## config.mk

```make
export PLATFORM = sky130hd
export DESIGN_NAME = iter_mac
export DESIGN_NICKNAME = d
export VERILOG_FILES = /design/src/rtl/mac_pkg.sv /design/src/rtl/mac_term.sv /design/src/rtl/mac_partial.sv /design/src/rtl/iter_mac.sv
export SDC_FILE = /design/constraint.sdc
export NUM_CORES = 1
export LEC_CHECK = 0
export ABC_AREA = 0
export BUFFER_PORTS_ARGS = -buffer_cell sky130_fd_sc_hd__buf_2
export CORE_MARGIN = 3
export CORE_UTILIZATION = 60
export DETAILED_ROUTE_END_ITERATION = 8
export GPL_TIMING_DRIVEN = 0
export PLACE_DENSITY = 0.8
export SKIP_CTS_REPAIR_TIMING = 1
export SLEW_MARGIN = 30
export SYNTH_ARGS = -nofsm -noshare
export SYNTH_HDL_FRONTEND = slang
export SYNTH_SLANG_ARGS = --single-unit
```

## constraint.sdc

```tcl
create_clock -name clk -period 9.1 [get_ports clk]
set_input_delay 1.365 -clock clk [delete_from_list [all_inputs] [get_ports clk]]
set_output_delay 1.365 -clock clk [all_outputs]
set_load 0.02 [all_outputs]
```

## src/rtl/mac_pkg.sv

```systemverilog
package mac_pkg;

    typedef enum logic [2:0] {
        OP_MUL32  = 3'd0,
        OP_MAC32  = 3'd1,
        OP_UMUL64 = 3'd2,
        OP_SMUL64 = 3'd3,
        OP_UMAC64 = 3'd4,
        OP_SMAC64 = 3'd5
    } mac_op_e;

    typedef enum logic {
        S_IDLE = 1'b0,
        S_RUN  = 1'b1
    } mac_state_e;

    typedef struct packed {
        logic sgn;   // signed extension and signed early stop
        logic wide;  // 64-bit result
        logic accum; // add the addend / accumulator
    } op_cfg_t;

    function automatic op_cfg_t decode_op(input logic [2:0] code);
        op_cfg_t c;
        case (code)
            OP_MAC32:  c = '{sgn: 1'b1, wide: 1'b0, accum: 1'b1};
            OP_UMUL64: c = '{sgn: 1'b0, wide: 1'b1, accum: 1'b0};
            OP_SMUL64: c = '{sgn: 1'b1, wide: 1'b1, accum: 1'b0};
            OP_UMAC64: c = '{sgn: 1'b0, wide: 1'b1, accum: 1'b1};
            OP_SMAC64: c = '{sgn: 1'b1, wide: 1'b1, accum: 1'b1};
            default:   c = '{sgn: 1'b1, wide: 1'b0, accum: 1'b0};
        endcase
        return c;
    endfunction

endpackage

```

## src/rtl/mac_term.sv

```systemverilog
// Early-stop detector: looks at the multiplier bits not yet consumed.
module mac_term #(
    parameter int XLEN  = 32,
    parameter int DIGIT = 8
) (
    input  logic [XLEN-1:0] mplier,
    input  logic            sgn,
    output logic [XLEN-1:0] rest,
    output logic            last,
    output logic            neg_top
);
    logic rest_zero;
    logic rest_ones;

    always_comb begin
        if (sgn) begin
            rest = XLEN'($signed(mplier) >>> DIGIT);
        end else begin
            rest = mplier >> DIGIT;
        end
        rest_zero = (rest == '0);
        rest_ones = sgn && (rest == '1);
        last      = rest_zero || rest_ones;
        neg_top   = rest_ones;
    end
endmodule

```

## src/rtl/mac_partial.sv

```systemverilog
// One shifted partial product; a trailing all-ones run folds into a negative digit.
module mac_partial #(
    parameter int XLEN  = 32,
    parameter int DIGIT = 8,
    parameter int SW    = 2
) (
    input  logic [2*XLEN-1:0] mcand,
    input  logic [DIGIT-1:0]  digit,
    input  logic              neg_top,
    input  logic [SW-1:0]     step,
    output logic [2*XLEN-1:0] part
);
    localparam int PW  = 2 * XLEN;
    localparam int SHW = $clog2(PW);

    logic [PW-1:0]  digit_ext;
    logic [PW-1:0]  prod;
    logic [SHW-1:0] shamt;

    always_comb begin
        digit_ext = {{(PW-DIGIT){neg_top}}, digit};
        prod      = mcand * digit_ext;
        shamt     = SHW'(step) * SHW'(DIGIT);
        part      = prod << shamt;
    end
endmodule

```

## src/rtl/iter_mac.sv

```systemverilog
module iter_mac
    import mac_pkg::*;
#(
    parameter int XLEN  = 32,
    parameter int DIGIT = 8
) (
    input  logic            clk,
    input  logic            rst_n,
    input  logic            start,
    input  logic [2:0]      op,
    input  logic [XLEN-1:0] src_a,
    input  logic [XLEN-1:0] src_b,
    input  logic [XLEN-1:0] add_lo,
    input  logic [XLEN-1:0] add_hi,
    output logic            busy,
    output logic            done,
    output logic [XLEN-1:0] res_hi,
    output logic [XLEN-1:0] res_lo
);
    localparam int PW   = 2 * XLEN;
    localparam int NDIG = XLEN / DIGIT;
    localparam int SW   = (NDIG > 1) ? $clog2(NDIG) : 1;

    mac_state_e state_q, state_d;

    logic [PW-1:0]   acc_q;
    logic [PW-1:0]   mcand_q;
    logic [XLEN-1:0] mplier_q;
    logic            sgn_q;
    logic            wide_q;
    logic [SW-1:0]   step_q;
    logic [XLEN-1:0] res_hi_q, res_lo_q;
    logic            done_q;

    logic [XLEN-1:0] rest;
    logic            fin_last;
    logic            neg_top;
    logic [PW-1:0]   part;
    logic [PW-1:0]   acc_sum;
    op_cfg_t         cfg;

    assign cfg = decode_op(op);

    mac_term #(.XLEN(XLEN), .DIGIT(DIGIT)) u_term (
        .mplier  (mplier_q),
        .sgn     (sgn_q),
        .rest    (rest),
        .last    (fin_last),
        .neg_top (neg_top)
    );

    mac_partial #(.XLEN(XLEN), .DIGIT(DIGIT), .SW(SW)) u_part (
        .mcand   (mcand_q),
        .digit   (mplier_q[DIGIT-1:0]),
        .neg_top (neg_top),
        .step    (step_q),
        .part    (part)
    );

    assign acc_sum = acc_q + part;

    // State register
    always_ff @(posedge clk or negedge rst_n) begin
        if (!rst_n) state_q <= S_IDLE;
        else        state_q <= state_d;
    end

    // Next state: LAUNCH, STEP, FINISH
    always_comb begin
        state_d = state_q;
        unique case (state_q)
            S_IDLE: if (start)    state_d = S_RUN;   // LAUNCH
            S_RUN:  if (fin_last) state_d = S_IDLE;  // FINISH, else STEP
            default:              state_d = S_IDLE;
        endcase
    end

    // Datapath and output registers
    always_ff @(posedge clk or negedge rst_n) begin
        if (!rst_n) begin
            acc_q    <= '0;
            mcand_q  <= '0;
            mplier_q <= '0;
            sgn_q    <= 1'b0;
            wide_q   <= 1'b0;
            step_q   <= '0;
            res_hi_q <= '0;
            res_lo_q <= '0;
            done_q   <= 1'b0;
        end else begin
            done_q <= 1'b0;
            unique case (state_q)
                S_IDLE: begin
                    if (start) begin
                        mcand_q  <= cfg.sgn ? {{XLEN{src_a[XLEN-1]}}, src_a}
                                            : {{XLEN{1'b0}}, src_a};
                        mplier_q <= src_b;
                        sgn_q    <= cfg.sgn;
                        wide_q   <= cfg.wide;
                        step_q   <= '0;
                        if (!cfg.accum)    acc_q <= '0;
                        else if (cfg.wide) acc_q <= {add_hi, add_lo};
                        else               acc_q <= {{XLEN{1'b0}}, add_lo};
                    end
                end
                S_RUN: begin
                    acc_q    <= acc_sum;
                    mplier_q <= rest;
                    step_q   <= step_q + 1'b1;
                    if (fin_last) begin
                        res_lo_q <= acc_sum[XLEN-1:0];
                        res_hi_q <= wide_q ? acc_sum[PW-1:XLEN] : '0;
                        done_q   <= 1'b1;
                    end
                end
                default: ;
            endcase
        end
    end

    assign busy   = (state_q == S_RUN);
    assign done   = done_q;
    assign res_hi = res_hi_q;
    assign res_lo = res_lo_q;

    // Assertions
    assert_done_single_R9: assert property (@(posedge clk) disable iff (!rst_n)
        done |=> !done);

    assert_done_idle_R8: assert property (@(posedge clk) disable iff (!rst_n)
        done |-> !busy);

    assert_launch_R8: assert property (@(posedge clk) disable iff (!rst_n)
        (!busy && start) |=> busy);

    assert_step_bound_R8: assert property (@(posedge clk) disable iff (!rst_n)
        (busy && step_q == SW'(NDIG-1)) |-> fin_last);

    assert_busy_ignore_R10: assert property (@(posedge clk) disable iff (!rst_n)
        (busy && start) |=> ($stable(mcand_q) && $stable(sgn_q) && $stable(wide_q)));

    assert_result_hold_R11: assert property (@(posedge clk) disable iff (!rst_n)
        (!busy && !start) |=> $stable({res_hi, res_lo}));

endmodule

```

==> key figures, run 1 <==
Logic synthesis
  • Cell taking the most area after synthesis: dfrtp_1
  • Largest cells by area after synthesis: dfrtp_1, fa_1, ha_1, nand2_1, inv_1
  • Syn Area/Cell: 8.53 sq um
  • Post-synth top cells: nand2_1, inv_1, fa_1
  • #FFs+latches synth: 199
  • Synth cell types: 74
  • Main flop type after synthesis: dfrtp_1
  • Share of the synthesized area in the top cell type: 21.5%
  • Syn nets: 3257
  • Post-Syn Instances: 2718
  • Post-synth ARST share: 100%
  • Ys Warns: 0
  • Post-synthesis sequential area ratio: 21.5%
  • Cell with the most instances after synthesis: nand2_1
  • Number of flops mapped to enable cells by yosys: 0
  • Post-synth design cell area: 23200 sq um

Die
  • IO Pins: 200
  • Initial core utilization: 61.2%
  • Die Width: 203 um
  • Die Area: 41000 sq um
  • # rows: 71
  • Core footprint: 37800 sq um
  • Die H: 203 um

Drt
  • DRC violation count after routing: 0
  • WL/cell: 22.5 um
  • Drt initial violations: 1937
  • Routed Antenna Nets: 0
  • Detailed Route WL: 78500 um
  • Drt pass-1 iters: 8
  • Drt via density: 6.16
  • Via count: 21400

Critical path
  • Crit path max fanout: 8
  • Critical Path RT: 9.45 ns
  • Worst path most repeated cell: fa_1
  • Setup crit end kind: flop
  • Slowest stage cell, crit path: fa_1
  • Largest stage delay, worst path: 0.52 ns
  • Critical Path AT: 9.26 ns
  • Crit start category: flop
  • WS Path Type: flop to flop

Status
  • Status: complete, no violations

STA
  • Crit path time final: 8.91 ns
  • FMAX: 112 MHz
  • Slew headroom: 33.1%
  • Final worst path period share: 97.9%
  • Clock skew: 0.0214 ns
  • Final hold vios: 0
  • Final worst slack: 0.190 ns
  • Number of setup violations in the final report: 0
  • Worst slew pin tran: 1.00 ns
  • Final count of pins violating max slew: 0

Clock network
  • Sink Count: 199
  • Clk Latency, worst-skew pair: 0.49 ns
  • Maximum clock insertion buffer count: 2
  • Clock transition at path regs: 0.10 ns
  • H-tree Lvls: 4
  • Clock root buffer: clkbuf_16
  • CTS tree: yes
  • CTS buffer count: 17

Placed design
  • Setup WS pre-CTS: -1.27 ns
  • Port-buffer cells: 198
  • Final GP Congestion: 1.09
  • DP HPWL: 61300 um

Final layout
  • Fill cells: 2964
  • Register area: 4990 sq um
  • Fraction of layout cells with a size suffix above 1: 16.0%
  • Layout area overhead: 15.9%
  • Final nets: 3493
  • Area occupied by multi-input gates: 17400 sq um

GRT
  • First-pass GRT wire length: 120000 um
  • Grt ovf: 0
  • Vias in the first global route: 21600
  • Pin count of the biggest net entering global routing: 90
  • Antenna violations before repair: 1
  • Total GRT Usage: 37.7%

Worst hold path
  • Worst Hold Class: flop to flop

Flow run
  • Max-Cap Viols: 0
-- cell usage in the layout, fill, tap and decap left out, types with 14 or more instances in the layout --
cell type  instances
a21o_1            70
a21oi_1          156
a21oi_2           39
a221oi_1          45
a22o_1            22
a22oi_1           17
and2_1           174
buf_1             25
buf_2            199
buf_4             35
clkbuf_1         109
clkbuf_16         17
dfrtp_1          193
fa_1             246
ha_1             134
ha_4              15
inv_1            329
mux2i_1           43
nand2_1          396
nand3_1           21
nand4_1           23
nor2_1           123
nor3_1            14
o21ai_0          121
o21bai_1          25
xnor2_1           46
xnor2_2           16
xor2_1            31
-- flip-flops by register name, summed over array words and instances (netlist names), 2 cells and up --
name / cells
acc_q: 64
step_q: 2
res_hi: 32
mcand_q: 33
res_lo: 32
mplier_q: 32
-- worst max-delay path: cells and delay by family, from the launching register on --
| family | cells | cell delay (ns) |
|---|---|---|
| muxes | 2 | 0.44 |
| buffers and inverters | 5 | 0.50 |
| DFF | 1 | 0.44 |
| AOI/OAI and AO/OA | 14 | 2.20 |
| xor gates and xnor gates | 2 | 0.56 |
| and+or+nand+nor | 7 | 1.59 |
| adders and majority gates | 7 | 3.01 |
-- layer usage --
metal	GRT usage, %	up-vias	wire, um
li1	-	9453	-
met1	50.3	10600	31600
met2	59.2	1149	36100
met3	7.26	228	6660
met4	18.9	2	4180
met5	0	-	13
-- area by class of cell --
type	count	share of cell area, %
multi-input combinational	2024	64.9
sequential	199	18.6
timing repair buffer	235	4.96
inverter	332	4.64
tap	511	2.38
buffer	145	2.11
clock buffer	18	1.64
clock inverter	14	0.769
antenna	2	0.0186
-- kinds of logic (layout without fill, tap and decap cells) --
family                     Yosys count  in the layout  synth area share [%]
and+or+nand+nor                    821            821                  16.4
AOI/OAI and AO/OA                  636            636                  17.7
buffers and inverters              495            744                  8.03
adders and majority gates          405            405                  29.8
DFF                                199            199                  21.5
xor gates and xnor gates           102            102                  3.86
muxes                               60             60                  2.67
other                                0              2                     0
-- worst paths after layout --
| path | slack, ns | to | depth (start not counted) | start |
|---|---|---|---|---|
| worst max register to register | 0.19 | acc_q[60] | 37 | mplier_q[24] |
| worst min register to register | 0.48 | res_lo[16] | 2 | res_lo[16] |
| min in group asynchronous | 0.75 | mcand_q[5] | 1 | rst_n |
| max in group asynchronous | 7.53 | acc_q[63] | 2 | rst_n |
| worst max-delay path | 0.19 | acc_q[60] | 37 | mplier_q[24] |
| worst min-delay path | 0.48 | res_lo[16] | 2 | res_lo[16] |
-- metrics by stage --
stage / setup TNS (ns) / hold slack (ns) / util, % / cells / area [sq um]
final: 0 / 0.481 / 70.9 / 3480 / 26800
after global routing: -1.72 / 0.508 / 70.9 / 3478 / 26800
after CTS: -42.34 / 0.483 / 67.4 / 3461 / 25500
after detailed placement: -36.57 / 0.466 / 65.7 / 3429 / 24900
after global placement: -32.75 / 0.459 / 65.5 / 3427 / 24800
after floorplan: 0 / 0.471 / - / 2718 / 23200
Power of run 1 is left out: the tool's default activity adds up to more than one toggle a clock period on the data nets, which glitch-free logic cannot reach.
==> run 2, diff against run 1 <==
CORE_UTILIZATION = 40   (was 60)
PLACE_DENSITY = not set   (was 0.8)
clock period = 9.35 ns   (was 9.1 ns; I/O delays follow)
==> run 2 against run 1 <==
First-iteration DRC count shrank 17%. Non-clock buffer count shrank 14. Final area shrank 1.7%. Hold slack lost 0.0025 ns. Worst setup slack gained 0.077 ns. Via count shrank 3.8%. Maximum frequency shrank 1.9%.
==> key figures, run 2 (synthesized netlist as in run 1, its figures left out) <==
Critical path
  • R2r setup slk: 0.27 ns (was 0.19 ns)
  • Critical Path RT: 9.73 ns (was 9.45 ns)
  • Critical Path AT: 9.46 ns (was 9.26 ns)
  • Worst path most repeated cell: fa_1 (unchanged)
  • Crit start category: flop (unchanged)
  • WS Path Type: flop to flop (unchanged)
  • Largest stage delay, worst path: 0.48 ns (was 0.52 ns)
  • Worst-case reg-to-reg path depth: 35 (was 37)
  • Slowest stage cell, crit path: fa_1 (unchanged)
  • Worst reg2reg endpoint: res_hi[27] (was acc_q[60])
  • Setup crit end kind: flop (unchanged)
  • Worst setup path startpoint: mplier_q[27] (was mplier_q[24])
  • Crit path max fanout: 10 (was 8)
  • R2R Path Start: mplier_q[27] (was mplier_q[24])

STA
  • Crit path time final: 9.08 ns (was 8.91 ns)
  • Clock skew: 0.0135 ns (was 0.0214 ns)
  • Final hold vios: 0 (unchanged)
  • Number of setup violations in the final report: 0 (unchanged)
  • Unrepaired setup endpoints after global routing: yes
  • Worst slew pin tran: 0.831 ns (was 1.00 ns)
  • Slew headroom: 44.1% (was 33.1%)
  • Hold Worst Slack: 0.478 ns (was 0.481 ns)
  • Final worst path period share: 97.1% (was 97.9%)
  • Final count of pins violating max slew: 0 (unchanged)
  • FMAX: 110 MHz (was 112 MHz)

Final layout
  • Fraction of layout cells with a size suffix above 1: 12.9% (was 16.0%)
  • Count of antenna diodes in the layout: 0 (was 2)
  • Most frequent cells in the layout: nand2_1, inv_1, fa_1 (unchanged)
  • Biggest regs: acc_q (64), mcand_q (33) (unchanged)
  • Most common cell after layout, fill and taps aside: nand2_1 (unchanged)
  • Final cell count without fillers: 3709 (was 3480)
  • Layout area overhead: 14.0% (was 15.9%)
  • Final nets: 3479 (was 3493)
  • Max reg flops: 64 (unchanged)
  • Top reg by flops: acc_q (unchanged)
  • Non-Filler Cell Area, Final: 26400 sq um (was 26800 sq um)

Die
  • Die Area: 60900 sq um (was 41000 sq um)
  • IO Pins: 200 (unchanged)
  • Core footprint: 56800 sq um (was 37800 sq um)
  • Initial core utilization: 40.8% (was 61.2%)
  • Die H: 247 um (was 203 um)
  • Die Width: 247 um (was 203 um)
  • # rows: 87 (was 71)

Drt
  • DRC violation count after routing: 0 (unchanged)
  • DR top layer: met5 (unchanged)
  • Via count: 20600 (was 21400)
  • Drt initial violations: 1611 (was 1937)
  • Detailed Route WL: 78700 um (was 78500 um)
  • Drt pass-1 iters: 7 (was 8)
  • WL/cell: 21.2 um (was 22.5 um)
  • Drt via density: 5.56 (was 6.16)
  • Routed Antenna Nets: 0 (unchanged)
  • Metal1 wirelength: 34600 um (was 31600 um)
  • Met2 WL: 36600 um (was 36100 um)
  • Met3 WL: 4550 um (was 6660 um)

Status
  • Status: complete, no violations (unchanged)

Placed design
  • DP HPWL: 63700 um (was 61300 um)
  • Final GP Congestion: 0.919 (was 1.09)
  • Total placed cells including tap cells: 3674 (was 3429)
  • Placed instance area: 25200 sq um (was 24900 sq um)
  • Port-buffer cells: 198 (unchanged)

Worst hold path
  • HP Start: res_lo[13] (was res_lo[16])
  • Worst Hold Class: flop to flop (unchanged)
  • Hold Path Sink: res_lo[13] (was res_lo[16])
  • Worst hold path depth: 2 (unchanged)

Flow run
  • Max-Cap Viols: 0 (unchanged)

GRT
  • Total GRT Usage: 26.3% (was 37.7%)
  • Grt ovf: 0 (unchanged)
  • First-pass GRT wire length: 122000 um (was 120000 um)
  • Vias in the first global route: 21000 (was 21600)
  • Pin count of the biggest net entering global routing: 86 (was 90)
  • Antenna violations before repair: 4 (was 1)

Clock network
  • Sink Count: 199 (unchanged)
  • Clock transition at path regs: 0.08 ns (was 0.10 ns)
  • CTS buffer count: 17 (unchanged)
  • Clk Latency, worst-skew pair: 0.51 ns (was 0.49 ns)
  • CTS tree: yes (unchanged)
  • Clock root buffer: clkbuf_16 (unchanged)
  • Maximum clock insertion buffer count: 2 (unchanged)
  • H-tree Lvls: 4 (unchanged)
[run 2: changes by cell type in the layout (fill, tap and decap cells not counted), sizes merged]
cell,change
inv,-3
clkbuf,-1
buf,-14
diode,-2
clkinv,+2
clkinvlp,+2
[run 2: worst max path at each step]
stage / slack (ns) / endpoint / cells past startpoint
5_1_grt: -0.13 / res_hi[27] / 38
2_1_floorplan: 1.37 / acc_q[55] / 36
3_5_place_dp: -0.78 / res_hi[27] / 37
3_3_place_gp: -0.86 / acc_q[62] / 36
6_report: 0.27 / res_hi[27] / 35
4_1_cts: -0.86 / res_hi[27] / 37
[run 2: per-layer routing]
| metal | global-route usage (%) | vias up |
|---|---|---|
| li1 | - | 9424 |
| met1 | 36.5 | 10300 |
| met2 | 42.0 | 729 |
| met3 | 3.86 | 159 |
| met4 | 9.39 | 4 |
| met5 | 0 | - |
[run 2: critical path, delay by kind of cell (launching register included)]
kind            cells  cell delay (ns)
flops               1             0.42
simple gates       11             1.99
mux                 1             0.16
buf+inv             4             0.53
fa+ha+maj           7             2.95
compound gates     11             2.62
xor+xnor            1             0.24
[run 2: metrics by stage]
stage | setup TNS, ns | worst slack [ns] | util, %
floorplan | 0 | 1.37 | -
global placement | -24.88 | -0.856 | 44.2
detailed placement | -21.79 | -0.781 | 44.3
CTS | -25.86 | -0.860 | 45.4
global route | -0.798 | -0.126 | 46.5
finish | 0 | 0.267 | 46.5
[run 2: final cells by class]
class,count,area (sq um)
Fill cell,5609,30400
Multi-Input combinational cell,2024,16800
Sequential cell,199,4980
Inverter,332,1250
Timing Repair Buffer,220,1220
Tap cell,756,946
Buffer,146,574
Clock buffer,17,425
Clock inverter,15,189
Power of run 2 is left out for the same reason.
==> run 3, diff against run 2 <==
clock period = 10.76 ns   (was 9.35 ns; I/O delays follow)
==> run 3 against run 2 <==
Global-route usage did not move. Cell count barely moved. Count of clock-buffer cells in the layout did not move. Non-clock buffer count is 3 lower. Final area down 2.3%. Wire length decreased by 0.96%. Worst setup slack improved by 0.35 ns. Hold slack improved by 0.0011 ns. Critical path depth increased by 3. Critical path type unchanged. Critical endpoint is now acc_q[55]. Largest cell class unchanged.
==> key figures, run 3 (synthesized netlist as in run 1, its figures left out) <==
Drt
  • Detailed Route WL: 77900 um (was 78700 um)
  • Drt initial violations: 1470 (was 1611)
  • WL/cell: 21.0 um (was 21.2 um)
  • Via count: 20300 (was 20600)
  • DRC violation count after routing: 0 (unchanged)
  • Drt pass-1 iters: 5 (was 7)
  • Drt via density: 5.49 (was 5.56)
  • Routed Antenna Nets: 0 (unchanged)

Final layout
  • Count of antenna diodes in the layout: 0 (unchanged)
  • Most common cell after layout, fill and taps aside: nand2_1 (unchanged)
  • Final nets: 3476 (was 3479)
  • Top reg by flops: acc_q (unchanged)
  • Fill cells: 5639 (was 5609)
  • Most frequent cells in the layout: nand2_1, inv_1, fa_1 (unchanged)
  • Area occupied by multi-input gates: 16300 sq um (was 16800 sq um)
  • Non-Filler Cell Area, Final: 25800 sq um (was 26400 sq um)
  • Biggest regs: acc_q (64), mcand_q (33) (unchanged)
  • Layout area overhead: 11.4% (was 14.0%)
  • Fraction of layout cells with a size suffix above 1: 9.22% (was 12.9%)
  • Max reg flops: 64 (unchanged)
  • Register area: 4980 sq um (about the same)

Placed design
  • Port-buffer cells: 198 (unchanged)
  • DP HPWL: 63700 um (unchanged)
  • Placed instance area: 25200 sq um (unchanged)
  • Final GP Congestion: 0.919 (unchanged)

GRT
  • Total GRT Usage: 26.3% (unchanged)
  • Grt ovf: 0 (unchanged)
  • Antenna violations before repair: 2 (was 4)
  • Vias in the first global route: 21000 (unchanged)
  • First-pass GRT wire length: 122000 um (unchanged)
  • Pin count of the biggest net entering global routing: 86 (unchanged)

Flow run
  • Max-Cap Viols: 0 (unchanged)

Clock network
  • Clock transition at path regs: 0.09 ns (was 0.08 ns)
  • Clk Latency, worst-skew pair: 0.51 ns (about the same)
  • CTS buffer count: 17 (unchanged)
  • Clock root buffer: clkbuf_16 (unchanged)
  • H-tree Lvls: 4 (unchanged)
  • Sink Count: 199 (unchanged)
  • CTS tree: yes (unchanged)
  • Maximum clock insertion buffer count: 2 (unchanged)

Critical path
  • Slowest stage cell, crit path: clkbuf_1 (was fa_1)
  • Largest stage delay, worst path: 0.50 ns (was 0.48 ns)
  • Critical Path AT: 10.53 ns (was 9.46 ns)
  • R2r setup slk: 0.62 ns (was 0.27 ns)
  • Crit path max fanout: 10 (unchanged)
  • Critical Path RT: 11.15 ns (was 9.73 ns)
  • WS Path Type: flop to flop (unchanged)
  • Crit start category: flop (unchanged)
  • Setup crit end kind: flop (unchanged)

STA
  • Unrepaired setup endpoints after global routing: no (was yes)
  • Setup TNS: 0 ns (unchanged)
  • Final hold vios: 0 (unchanged)
  • Clock skew: 0.0124 ns (was 0.0135 ns)
  • Number of setup violations in the final report: 0 (unchanged)
  • FMAX: 98.6 MHz (was 110 MHz)
  • Crit path time final: 10.14 ns (was 9.08 ns)
  • Final worst path period share: 94.3% (was 97.1%)
  • Final count of pins violating max slew: 0 (unchanged)
  • Worst slew pin tran: 0.952 ns (was 0.831 ns)
  • Slew headroom: 36.5% (was 44.1%)

Die
  • Die Width: 247 um (unchanged)
  • Die Area: 60900 sq um (unchanged)
  • IO Pins: 200 (unchanged)
  • Initial core utilization: 40.8% (unchanged)
  • Core footprint: 56800 sq um (unchanged)
  • # rows: 87 (unchanged)
  • Die H: 247 um (unchanged)

Status
  • Status: complete, no violations (unchanged)

Worst hold path
  • Worst Hold Class: flop to flop (unchanged)
run 3: changes by cell type in the layout (fill, tap and decap cells not counted), sizes merged:
cell / delta
buf: -22
clkbuf: +19
run 3: stage by stage:
stage / hold WS, ns / instances / setup WS (ns) / util (%)
after global placement: 0.462 / 3672 / 0.554 / 44.2
after detailed placement: 0.467 / 3674 / 0.629 / 44.3
after floorplan: 0.471 / 2718 / 2.78 / -
after CTS: 0.486 / 3706 / 0.550 / 45.4
final: 0.479 / 3706 / 0.615 / 45.4
after global routing: 0.521 / 3706 / 0.0975 / 45.4
run 3: final timing paths:
kind	start	to	cells after the start
worst min register to register	res_lo[13]	res_lo[13]	2
min in group asynchronous	rst_n	mcand_q[6]	1
max in group asynchronous	rst_n	mplier_q[18]	3
worst max-delay path	mplier_q[26]	acc_q[55]	38
worst min-delay path	res_lo[13]	res_lo[13]	2
worst max register to register	mplier_q[26]	acc_q[55]	38
run 3: layer usage:
layer / vias up / GRT usage (%) / wire, um
li1: 9417 / - / -
met1: 10200 / 36.5 / 35200
met2: 621 / 42.0 / 36200
met3: 136 / 3.86 / 3950
met4: 2 / 9.39 / 2620
met5: - / 0 / 13
run 3: cell type report:
type,instances,area share (%)
buffer,163,2.40
clock buffer,17,1.65
clock inverter,15,0.732
inverter,332,4.83
multi-input combinational,2024,63.3
sequential,199,19.3
tap,756,3.67
timing repair buffer,200,4.09
run 3: worst max-delay path, delay by kind of cell, from the launching register on:
kind	cells	cell delay [ns]
and+or+nand+nor	11	2.38
buffers and inverters	6	1.10
AOI/OAI and AO/OA	10	2.27
DFF	1	0.45
muxes	2	0.58
adders and majority gates	7	2.73
xor gates and xnor gates	2	0.51
Power of run 3 is left out for the same reason.
